[config.mk]
export PLATFORM = sky130hd
export DESIGN_NAME = xcvr_ctrl
export DESIGN_NICKNAME = d
export VERILOG_FILES = /design/src/rtl/xcvr_ctrl_pkg.sv /design/src/rtl/xcvr_thermal_guard.sv /design/src/rtl/xcvr_driver_stage.sv /design/src/rtl/xcvr_receiver_stage.sv /design/src/rtl/xcvr_ctrl.sv
export SDC_FILE = /design/constraint.sdc
export NUM_CORES = 1
export LEC_CHECK = 0
export ABC_AREA = 1
export BUFFER_PORTS_ARGS = -buffer_cell sky130_fd_sc_hd__buf_2
export CAP_MARGIN = 20
export CORE_AREA = 2 2 39 41
export DETAILED_ROUTE_END_ITERATION = 16
export DIE_AREA = 0 0 41 43
export PLACE_DENSITY = 0.53
export SLEW_MARGIN = 15
export SYNTH_ARGS = -nofsm -noshare
export SYNTH_HDL_FRONTEND = slang
export SYNTH_SLANG_ARGS = --single-unit
[constraint.sdc]
create_clock -name clk -period 1.8 [get_ports clk]
set_input_delay 0.18 -clock clk [delete_from_list [all_inputs] [get_ports clk]]
set_output_delay 0.18 -clock clk [all_outputs]
set_load 0.01 [all_outputs]
[src/rtl/xcvr_ctrl_pkg.sv]
// Shared types for the transceiver control block.
// Assumes the line class code is produced by an external comparator pair.
package xcvr_ctrl_pkg;

    // Receiver differential input classes
    typedef enum logic [1:0] {
        LC_ABOVE = 2'b00,
        LC_BELOW = 2'b01,
        LC_BAND  = 2'b10,
        LC_OPEN  = 2'b11
    } line_class_e;

endpackage

[src/rtl/xcvr_thermal_guard.sv]
// Registered thermal shutdown with hysteresis.
// Sets when temp >= TRIP_HI and clears when temp <= TRIP_LO; in between, the state is kept.
// Assumes TRIP_LO < TRIP_HI, both representable in TEMP_W bits.
module xcvr_thermal_guard #(
    parameter int TEMP_W  = 8,
    parameter int TRIP_HI = 150,
    parameter int TRIP_LO = 140
) (
    input  logic              clk,
    input  logic              rst_n,
    input  logic [TEMP_W-1:0] temp,
    output logic              shutdown
);
    localparam logic [TEMP_W-1:0] HI_CODE = TEMP_W'(TRIP_HI);
    localparam logic [TEMP_W-1:0] LO_CODE = TEMP_W'(TRIP_LO);

    logic over_hi;
    logic under_lo;

    // Threshold comparisons
    always_comb begin
        over_hi  = (temp >= HI_CODE);
        under_lo = (temp <= LO_CODE);
    end

    // Hysteretic shutdown state
    always_ff @(posedge clk) begin
        if (!rst_n)         shutdown <= 1'b0;
        else if (over_hi)   shutdown <= 1'b1;
        else if (under_lo)  shutdown <= 1'b0;
    end

    AST_TRIP_SETS:  assert property (@(posedge clk) disable iff (!rst_n)
        (temp >= HI_CODE) |=> shutdown);
    AST_COOL_CLEARS: assert property (@(posedge clk) disable iff (!rst_n)
        (temp <= LO_CODE) |=> !shutdown);
    AST_BAND_KEEPS: assert property (@(posedge clk) disable iff (!rst_n)
        (temp > LO_CODE && temp < HI_CODE) |=> $stable(shutdown));
endmodule

[src/rtl/xcvr_driver_stage.sv]
// Complementary driver legs with a shared enable.
// Leg k carries tx ^ k when active; disabled legs are driven to 0.
// Assumes the shutdown input is already registered.
module xcvr_driver_stage #(
    parameter int LEGS = 2
) (
    input  logic            logic_ok,
    input  logic            bus_ok,
    input  logic            en,
    input  logic            shutdown,
    input  logic            tx,
    output logic [LEGS-1:0] leg_val,
    output logic [LEGS-1:0] leg_oe
);
    logic active;

    // Driver is active only with both supplies, enable and a cool die
    always_comb active = logic_ok && bus_ok && en && !shutdown;

    for (genvar k = 0; k < LEGS; k++) begin : g_leg
        localparam logic POL = logic'(k % 2);
        // Per-leg value and enable
        always_comb begin
            leg_oe[k]  = active;
            leg_val[k] = active && (tx ^ POL);
        end
    end
endmodule

[src/rtl/xcvr_receiver_stage.sv]
// Fail-safe receiver decision with band hold.
// Above/open give 1, below gives 0, band repeats the last decided level.
// A missing bus supply forces the level and the held state to 1.
module xcvr_receiver_stage
    import xcvr_ctrl_pkg::*;
(
    input  logic        clk,
    input  logic        rst_n,
    input  logic        logic_ok,
    input  logic        bus_ok,
    input  logic        en_n,
    input  line_class_e cls,
    output logic        rx_val,
    output logic        rx_oe
);
    logic held;
    logic level;

    // Decide the receiver level from the current class
    always_comb begin
        if (!bus_ok) level = 1'b1;
        else begin
            unique case (cls)
                LC_ABOVE: level = 1'b1;
                LC_BELOW: level = 1'b0;
                LC_BAND:  level = held;
                LC_OPEN:  level = 1'b1;
                default:  level = 1'b1;
            endcase
        end
    end

    // Remember the last decided level for the band class
    always_ff @(posedge clk) begin
        if (!rst_n) held <= 1'b1;
        else        held <= level;
    end

    // Output enable and gated value
    always_comb begin
        rx_oe  = logic_ok && !en_n;
        rx_val = rx_oe && level;
    end

    AST_BAND_AFTER_LOW: assert property (@(posedge clk) disable iff (!rst_n)
        ($past(rst_n) && $past(bus_ok) && $past(cls) == LC_BELOW
         && bus_ok && cls == LC_BAND && rx_oe) |-> !rx_val);
    AST_BUS_OFF_HIGH: assert property (@(posedge clk) disable iff (!rst_n)
        (!bus_ok && rx_oe) |-> rx_val);
endmodule

[src/rtl/xcvr_ctrl.sv]
// Top of the transceiver enable and protection control.
// Combines the thermal guard, the complementary driver legs and the receiver decision.
// Assumes inputs are synchronous to clk.
module xcvr_ctrl
    import xcvr_ctrl_pkg::*;
#(
    parameter int TEMP_W  = 8,
    parameter int TRIP_HI = 150,
    parameter int TRIP_LO = 140
) (
    input  logic              clk,
    input  logic              rst_n,
    input  logic              tx_data,
    input  logic              drv_en,
    input  logic              rcv_en_n,
    input  logic              logic_pwr_ok,
    input  logic              bus_pwr_ok,
    input  logic [TEMP_W-1:0] die_temp,
    input  logic [1:0]        line_class,
    output logic              out_p,
    output logic              out_n,
    output logic              out_p_oe,
    output logic              out_n_oe,
    output logic              rx_data,
    output logic              rx_oe
);
    localparam int LEGS = 2;

    logic            hot;
    logic [LEGS-1:0] leg_val;
    logic [LEGS-1:0] leg_oe;
    line_class_e     cls;

    // Interpret the raw class code
    always_comb cls = line_class_e'(line_class);

    xcvr_thermal_guard #(
        .TEMP_W (TEMP_W),
        .TRIP_HI(TRIP_HI),
        .TRIP_LO(TRIP_LO)
    ) u_thermal (
        .clk     (clk),
        .rst_n   (rst_n),
        .temp    (die_temp),
        .shutdown(hot)
    );

    xcvr_driver_stage #(.LEGS(LEGS)) u_driver (
        .logic_ok(logic_pwr_ok),
        .bus_ok  (bus_pwr_ok),
        .en      (drv_en),
        .shutdown(hot),
        .tx      (tx_data),
        .leg_val (leg_val),
        .leg_oe  (leg_oe)
    );

    xcvr_receiver_stage u_receiver (
        .clk     (clk),
        .rst_n   (rst_n),
        .logic_ok(logic_pwr_ok),
        .bus_ok  (bus_pwr_ok),
        .en_n    (rcv_en_n),
        .cls     (cls),
        .rx_val  (rx_data),
        .rx_oe   (rx_oe)
    );

    // Map legs onto named pins
    always_comb begin
        out_p    = leg_val[0];
        out_n    = leg_val[1];
        out_p_oe = leg_oe[0];
        out_n_oe = leg_oe[1];
    end

    AST_LEGS_OPPOSE: assert property (@(posedge clk) disable iff (!rst_n)
        out_p_oe |-> (out_p != out_n) && (out_p == tx_data));
    AST_DRV_GATED: assert property (@(posedge clk) disable iff (!rst_n)
        (!drv_en || !bus_pwr_ok) |-> !out_p_oe && !out_n_oe && !out_p && !out_n);
    AST_RX_GATED: assert property (@(posedge clk) disable iff (!rst_n)
        rcv_en_n |-> !rx_oe && !rx_data);
    AST_HOT_SILENT: assert property (@(posedge clk) disable iff (!rst_n)
        ($past(rst_n) && $past(die_temp) >= TEMP_W'(TRIP_HI)) |-> !out_p_oe && !out_n_oe);
    AST_LOGIC_OFF: assert property (@(posedge clk) disable iff (!rst_n)
        !logic_pwr_ok |-> !out_p_oe && !out_n_oe && !rx_oe && !out_p && !out_n && !rx_data);
endmodule

After elaboration in Yosys (flattened, before gate mapping)
Cells that the tools add are included.
- logic and storage cells: 24
- bits of input ports: 17
- output and inout bits: 6
- register bits after elaboration: 2
- mux-type cells: 4
- reduce and logical (&&, ||, !) cells: 12
- bitwise gates (word level): 1
- eq/ne operators: 3
- $lt $le $gt $ge: 2
- operators with widths (cell ; number):
    8-bit >= comparator (second input constant) ; 1
    8-bit less-or-equal comparator (second input constant) ; 1
    1-bit logical AND ; 7
    2-bit == test (second input constant) ; 2
    1-bit two-way mux ; 3
    1-bit case mux with 3 select lines ; 1
    2-bit by 1-bit == test with 1-bit output (second input constant) ; 1
    1-bit logical NOT ; 2
    2-bit logical NOT ; 1
    2-bit nonzero test ; 1
    2-bit OR reduction ; 1
    1-bit NOT ; 1

Logic depth before layout (Yosys ltp)
Gate-level depths: netlist of the first run.
- depth after elaboration: 5
- gate-level depth with buffers: 6
- mapped depth without buffers: 6

Modules after synthesis
From an unflattened synthesis of the first run, not the netlist that was laid out.
- cell total of the unflattened synthesis: 39
- area total of the unflattened synthesis: 219.0 sq um
- by module, submodules not included (module ; instances ; seq. area each (sq um) ; cells each ; area an instance (sq um)):
    xcvr_receiver_stage ; 1 ; 20.0 ; 15 ; 98.8
    xcvr_thermal_guard ; 1 ; 20.0 ; 15 ; 76.3
    xcvr_driver_stage ; 1 ; 0.0 ; 9 ; 43.8

Least setup slack after synthesis of the first run
OpenSTA, ideal clock, no wires.
- kind: input -> output
- start: in line_class[0]
- end: out rx_data
- stages: 6
- path buffers: 0
- arrival: 0.831 ns
- setup slack: 0.789 ns
- required time: 1.620 ns
- cells stage by stage: inv_1 ha_1 inv_1 a21oi_1 nor2_1 nor2_1
- cells in the longest elaborated chain, start to end: 5
- elaborated cells between the ends (all ways): 8
- classes of those cells: 3 x eq/ne; 2 x mux; 3 x reduce/logical
- ends and longest elaborated chain (element ; line ; text):
    start: declaration ; xcvr_ctrl.sv:19 ; input logic [1:0] line_class,
    2-bit == test / 2-bit logical NOT (equally long branches) ; xcvr_receiver_stage.sv:23 ; unique case (cls)
    2-bit OR reduction (no line) ; - ;
    1-bit case mux with 3 select lines * ; xcvr_receiver_stage.sv:23 ;
    1-bit two-way mux * ; xcvr_receiver_stage.sv:21 ; if (!bus_ok) level = 1'b1;
    1-bit logical AND * ; xcvr_receiver_stage.sv:42 ; rx_val = rx_oe && level;
    end: declaration ; xcvr_ctrl.sv:24 ; output logic rx_data,
Mark *: on every way between the ends. The rest lies on a longest branch, timed or not.

Worst setup path after layout of the first run
Same ends and word-level chain as after synthesis.

==> impl_metrics.py, run 1 <==
metrics = {
    "cells_and_area": {
        "nNetsFinal": 82,
        "multi_input_area_sq_um": 116,
        "num_antenna_cells": 0,
        "area_growth_pct": 72.0,
        "final_common_cell": "buf_2",
        "regArea_sq_um": 40.0,
        "post-route-util_pct": 25.0,
        "fill_cells": 166,
        "mostFrequentLayoutCells": "22 x buf_2, 10 x inv_1, 10 x nor2_1",
        "drive_gt1_share_pct": 42.6,
    },
    "clock_tree": {
        "root_buffer": "clkbuf_4",
        "cts-buffers-inserted": 3,
        "postCtsSetupBuffers": 0,
        "cts_repair_resize_count": 0,
        "worstSkewPairLatency_ns": 0.22,
        "hold_buffers": 0,
        "clock_path_buffers": 2,
        "cts.sinks": 2,
        "cts_tree": "done",
        "clkTransAtPathRegs_ns": 0.03,
        "h-tree-depth": 1,
    },
    "setup_path": {
        "timing.reg2reg.setup_slack_ns": 1.09,
        "path_class": "in -> out",
        "start_kind": "input port",
        "rr_endpoint": "u_receiver.held",
        "crit_path_end_kind": "primary output",
        "r2r-start": "u_receiver.held",
        "cp_max_fo": 2,
        "reg2regPathDepth": 4,
        "required_ns": 1.62,
        "worst_ep_arrival_time_ns": 1.02,
    },
    "die": {
        "start_util_pct": 14.6,
        "io_pins": 23,
        "core_sq_um": 1380,
        "dieWidth_um": 41,
        "dieArea_sq_um": 1760,
        "die_h_um": 43,
        "row_count": 14,
    },
    "synth": {
        "yosys.area.top_type": "dfxtp_1",
        "yosysTopAreaCellShare_pct": 19.9,
        "synth_seq_area_share_pct": 19.9,
        "avgSynthCellArea_sq_um": 5.44,
        "syn_nets": 56,
        "synth.ff_latch_count": 2,
        "synthTopCellsByArea": "dfxtp_1 20%, inv_1 19%, nor2_1 19%",
        "ys_types": 10,
        "syn_area_sq_um": 201,
        "netlist_instances": 37,
        "yosysWarnings": 0,
    },
    "route": {
        "drt_iter0_drc": 2,
        "vias_per_cell": 3.57,
        "vias": 275,
        "drc": 0,
        "first_pass_iters": 2,
        "ant_nets": 0,
        "wl_per_cell_um": 6.44,
        "wirelength_um": 496,
    },
    "placed_design": {
        "hpwl_um": 439,
        "pre_cts_ws_ns": 0.586,
        "portBuffers": 22,
        "gp_congestion": 0.583,
    },
    "sta": {
        "fmax_mhz": 833,
        "tightest_slew_ns": 0.161,
        "hold_violations": 0,
        "finalSetupViolCount": 0,
        "fin_crit_sh_pct": 66.7,
        "whs_ns": 0.136,
        "clock_skew_ns": 0,
        "setup_ws_ns": 0.600,
        "max_slew_margin_pct": 89.2,
        "fin_setup_tns_ns": 0,
        "maxSlewViolCount": 0,
        "period_minus_slack_ns": 1.20,
        "rsz0062_at_grt": "false",
    },
    "hold_path": {
        "min_to": "u_receiver.held",
        "min_path_cells": 2,
        "hold_path.startpoint": "rst_n",
        "hold_path_class": "in -> reg",
    },
    "global_route": {
        "grt_pass1_vias": 225,
        "antenna_found_initial": 0,
        "grt_pass1_wl_um": 765,
        "overflow": 0,
        "grt_start_max_net_pins": 4,
        "grt_usage_pct": 7.31,
    },
    "power": {
        "power_frac_comb_pct": 24.7,
        "sw_frac_of_total_pct": 25.6,
        "leakage_nw": 0.238,
        "clockPowerShare_pct": 50.5,
        "p_per_area_nw_per_um2": 567,
        "internal_power_mw": 0.146,
        "power_switching_mw": 0.0502,
        "max-vdd-ir-drop_mv": 0.435,
        "seq_power_share_pct": 24.8,
    },
    "run": {
        "cap_violations": 0,
    },
    "run_status": {
        "run_status": "finished clean",
    },
}
-- worst max-delay path, cell delays in order --
cell     delay, ns
buf_2         0.09
inv_1         0.04
ha_1          0.28
inv_1         0.05
a21oi_1       0.05
nor2_1        0.14
nor2_1        0.05
buf_2         0.13
-- power by group through the flow --
stage	combinational, mW	sequential, mW	clock (mW)
floorplan	0.0242	0.0489	0
global placement	0.0483	0.0493	0
global route	0.0569	0.0492	0.114
detailed placement	0.0495	0.0493	0
finish	0.0484	0.0487	0.0993
CTS	0.0498	0.0488	0.104
-- cells in the mapped netlist, drive strengths merged --
master,number
dfxtp,2
a21oi,2
nor2,11
buf,1
or2,1
ha,2
nand3,1
inv,10
nand2,7
-- kinds of logic (layout without fill, tap and decap cells) --
logic type	Yosys count	in the layout	synth area share, %
buffers and inverters	11	35	22.4
DFF	2	2	19.9
and+or+nand+nor	20	20	40.4
adders and majority gates	2	2	12.4
AOI/OAI and AO/OA	2	2	4.97
-- metrics by stage --
stage | power (mW) | std cells | area, sq um
after global placement | 0.0977 | 74 | 324
after CTS | 0.203 | 77 | 347
after detailed placement | 0.0988 | 74 | 324
final | 0.196 | 77 | 347
after floorplan | 0.0731 | 37 | 201
after global routing | 0.220 | 77 | 347
-- sequential cells by signal (all words and copies together) (netlist names) --
register / flops
u_receiver.held: 1
u_thermal.shutdown: 1
-- how the worst max path moves through the flow --
| stage | startpoint | end | slack, ns |
|---|---|---|---|
| 6_report | line_class[0] | rx_data | 0.60 |
| 3_3_place_gp | line_class[0] | rx_data | 0.60 |
| 4_1_cts | line_class[0] | rx_data | 0.58 |
| 3_5_place_dp | line_class[0] | rx_data | 0.59 |
| 2_1_floorplan | line_class[0] | rx_data | 0.79 |
| 5_1_grt | line_class[0] | rx_data | 0.50 |
-- area by class of cell --
| type | count | share of cell area, % |
|---|---|---|
| clock buffers | 3 | 6.50 |
| multi-input cells | 24 | 33.6 |
| repair buffers | 22 | 31.8 |
| well taps | 16 | 5.78 |
| inverters | 10 | 10.8 |
| flip-flops and latches | 2 | 11.6 |
-- layer usage --
metal  share of wire, %  global-route usage, %  wire, um  up-vias
met2                 42                   10.0       208       16
met3                 17                   9.42        86        0
met1                 41                   5.41       201      106
met5                  0                      0         0        -
met4                  0                   4.00         0        0
li1                   -                      -         -      153
Note: power is estimated with default switching activity, not from simulation.
==> run 2: changes to the inputs <==
Clock period 1.8 ns to 1.2 ns, I/O delays scaled along.
==> impl_metrics.py, run 2 (synthesis results as in run 1) <==
metrics = {
    "run_status": {
        "run_status": "finished clean",
    },
    "clock_tree": {
        "root_buffer": "clkbuf_4",
        "cts_tree": "done",
        "h-tree-depth": 1,
        "clkTransAtPathRegs_ns": 0.03,
        "worstSkewPairLatency_ns": 0.22,
        "cts-buffers-inserted": 3,
        "clock_path_buffers": 2,
        "cts.sinks": 2,
    },
    "die": {
        "die_h_um": 43,
        "dieArea_sq_um": 1760,
        "core_sq_um": 1380,
        "io_pins": 23,
        "start_util_pct": 14.6,
        "dieWidth_um": 41,
        "row_count": 14,
    },
    "sta": {
        "fin_setup_tns_ns": 0,
        "fin_crit_sh_pct": 91.7,
        "whs_ns": 0.0768,
        "rsz0062_at_grt": "false",
        "max_slew_margin_pct": 88.9,
        "tightest_slew_ns": 0.166,
        "maxSlewViolCount": 0,
        "fmax_mhz": 909,
        "clock_skew_ns": 0,
        "period_minus_slack_ns": 1.10,
        "hold_violations": 0,
        "finalSetupViolCount": 0,
    },
    "setup_path": {
        "start_kind": "flip-flop",
        "path_depth": 4,
        "worstPathCellList": "nor2_1, nand3_1, nor2_1, buf_2",
        "path_class": "reg -> out",
        "cpMostUsedCell": "nor2_1",
        "crit_path_end_kind": "primary output",
        "slowest_delay_ns": 0.31,
        "path_buf_inv": 1,
        "cp_top_family": "flip-flops",
        "worst_ep_arrival_time_ns": 0.98,
        "cp_max_fo": 3,
        "required_ns": 1.08,
        "reg2regPathDepth": 4,
        "slowest_stage": "dfxtp_2",
    },
    "cells_and_area": {
        "reg_top3": "u_receiver.held x1, u_thermal.shutdown x1",
        "nNetsFinal": 82,
        "num_antenna_cells": 0,
        "final_common_cell": "buf_2",
        "drive_gt1_share_pct": 44.3,
        "fill_cells": 162,
        "mostFrequentLayoutCells": "22 x buf_2, 10 x inv_1, 10 x nor2_1",
        "area_growth_pct": 72.7,
    },
    "route": {
        "drt_iter0_drc": 1,
        "ant_nets": 0,
        "vias": 271,
        "vias_per_cell": 3.52,
        "first_pass_iters": 2,
        "wirelength_um": 492,
        "drc": 0,
        "wl_per_cell_um": 6.39,
    },
    "run": {
        "cap_violations": 0,
    },
    "power": {
        "leakage_nw": 0.237,
        "p_total_mw": 0.296,
        "p_per_area_nw_per_um2": 852,
        "max-vdd-ir-drop_mv": 0.606,
    },
    "global_route": {
        "grt_usage_pct": 7.01,
        "overflow": 0,
        "antenna_found_initial": 0,
        "grt_pass1_vias": 194,
        "grt_pass1_wl_um": 703,
        "grt_start_max_net_pins": 4,
    },
    "placed_design": {
        "portBuffers": 22,
        "gp_congestion": 0.576,
        "hpwl_um": 431,
    },
    "hold_path": {
        "min_path_cells": 2,
        "hold_path_class": "in -> reg",
    },
}
[run 2: cell counts in the layout (fill, tap and decap cells not counted)]
Identical to the previous run, type by type.
[run 2: layer usage]
metal  vias to the layer above  GRT usage (%)  share of wire, %
met1                       100           5.73                37
met5                         -              0                 0
met4                         0           4.00                 0
li1                        153              -                 -
met2                        18           8.75                42
met3                         0           9.42                21
[run 2: report_power, final]
part           total (mW)  internal [mW]  switching [mW]
registers          0.0734         0.0715         0.00197
logic              0.0724         0.0379          0.0346
clock network       0.151          0.110          0.0401
[run 2: area by class of cell]
| cell class | count | area [sq um] | share of cell area, % |
|---|---|---|---|
| multi-input combinational | 24 | 116 | 33.5 |
| timing repair buffer | 22 | 110 | 31.7 |
| sequential | 2 | 41.3 | 11.9 |
| inverter | 10 | 37.5 | 10.8 |
| clock buffer | 3 | 22.5 | 6.47 |
| tap | 16 | 20.0 | 5.76 |
[run 2: worst reg2reg max path, delay by kind of cell, from the launching register on]
kind               cells  cell delay (ns)
AOI/OAI and AO/OA      1             0.06
and+or+nand+nor        3             0.26
DFF                    1             0.29
[run 2: through the flow]
step | cells | worst slack, ns | area [sq um] | util (%)
6_report | 77 | 0.0996 | 348 | 25.1
5_1_grt | 77 | 0.00185 | 348 | 25.1
3_5_place_dp | 74 | 0.0978 | 324 | 23.4
3_3_place_gp | 74 | 0.123 | 324 | 23.4
4_1_cts | 77 | 0.0818 | 347 | 25.0
2_1_floorplan | 37 | 0.309 | 201 | -
[run 2: repair_timing]
| action | in CTS | in global routing |
|---|---|---|
| setup buffers | 0 | 0 |
| gates resized for setup | 0 | 1 |
| setup endpoints to repair | 0 | 1 |
| hold buffers | 0 | 0 |
[run 2: path summary, 6_finish.rpt]
check | to | slack [ns] | start
worst min-delay path | u_receiver.held | 0.08 | rst_n
worst max register to register | u_receiver.held | 0.48 | u_receiver.held
worst min register to register | u_thermal.shutdown | 0.56 | u_thermal.shutdown
worst max-delay path | out_n | 0.1 | u_thermal.shutdown
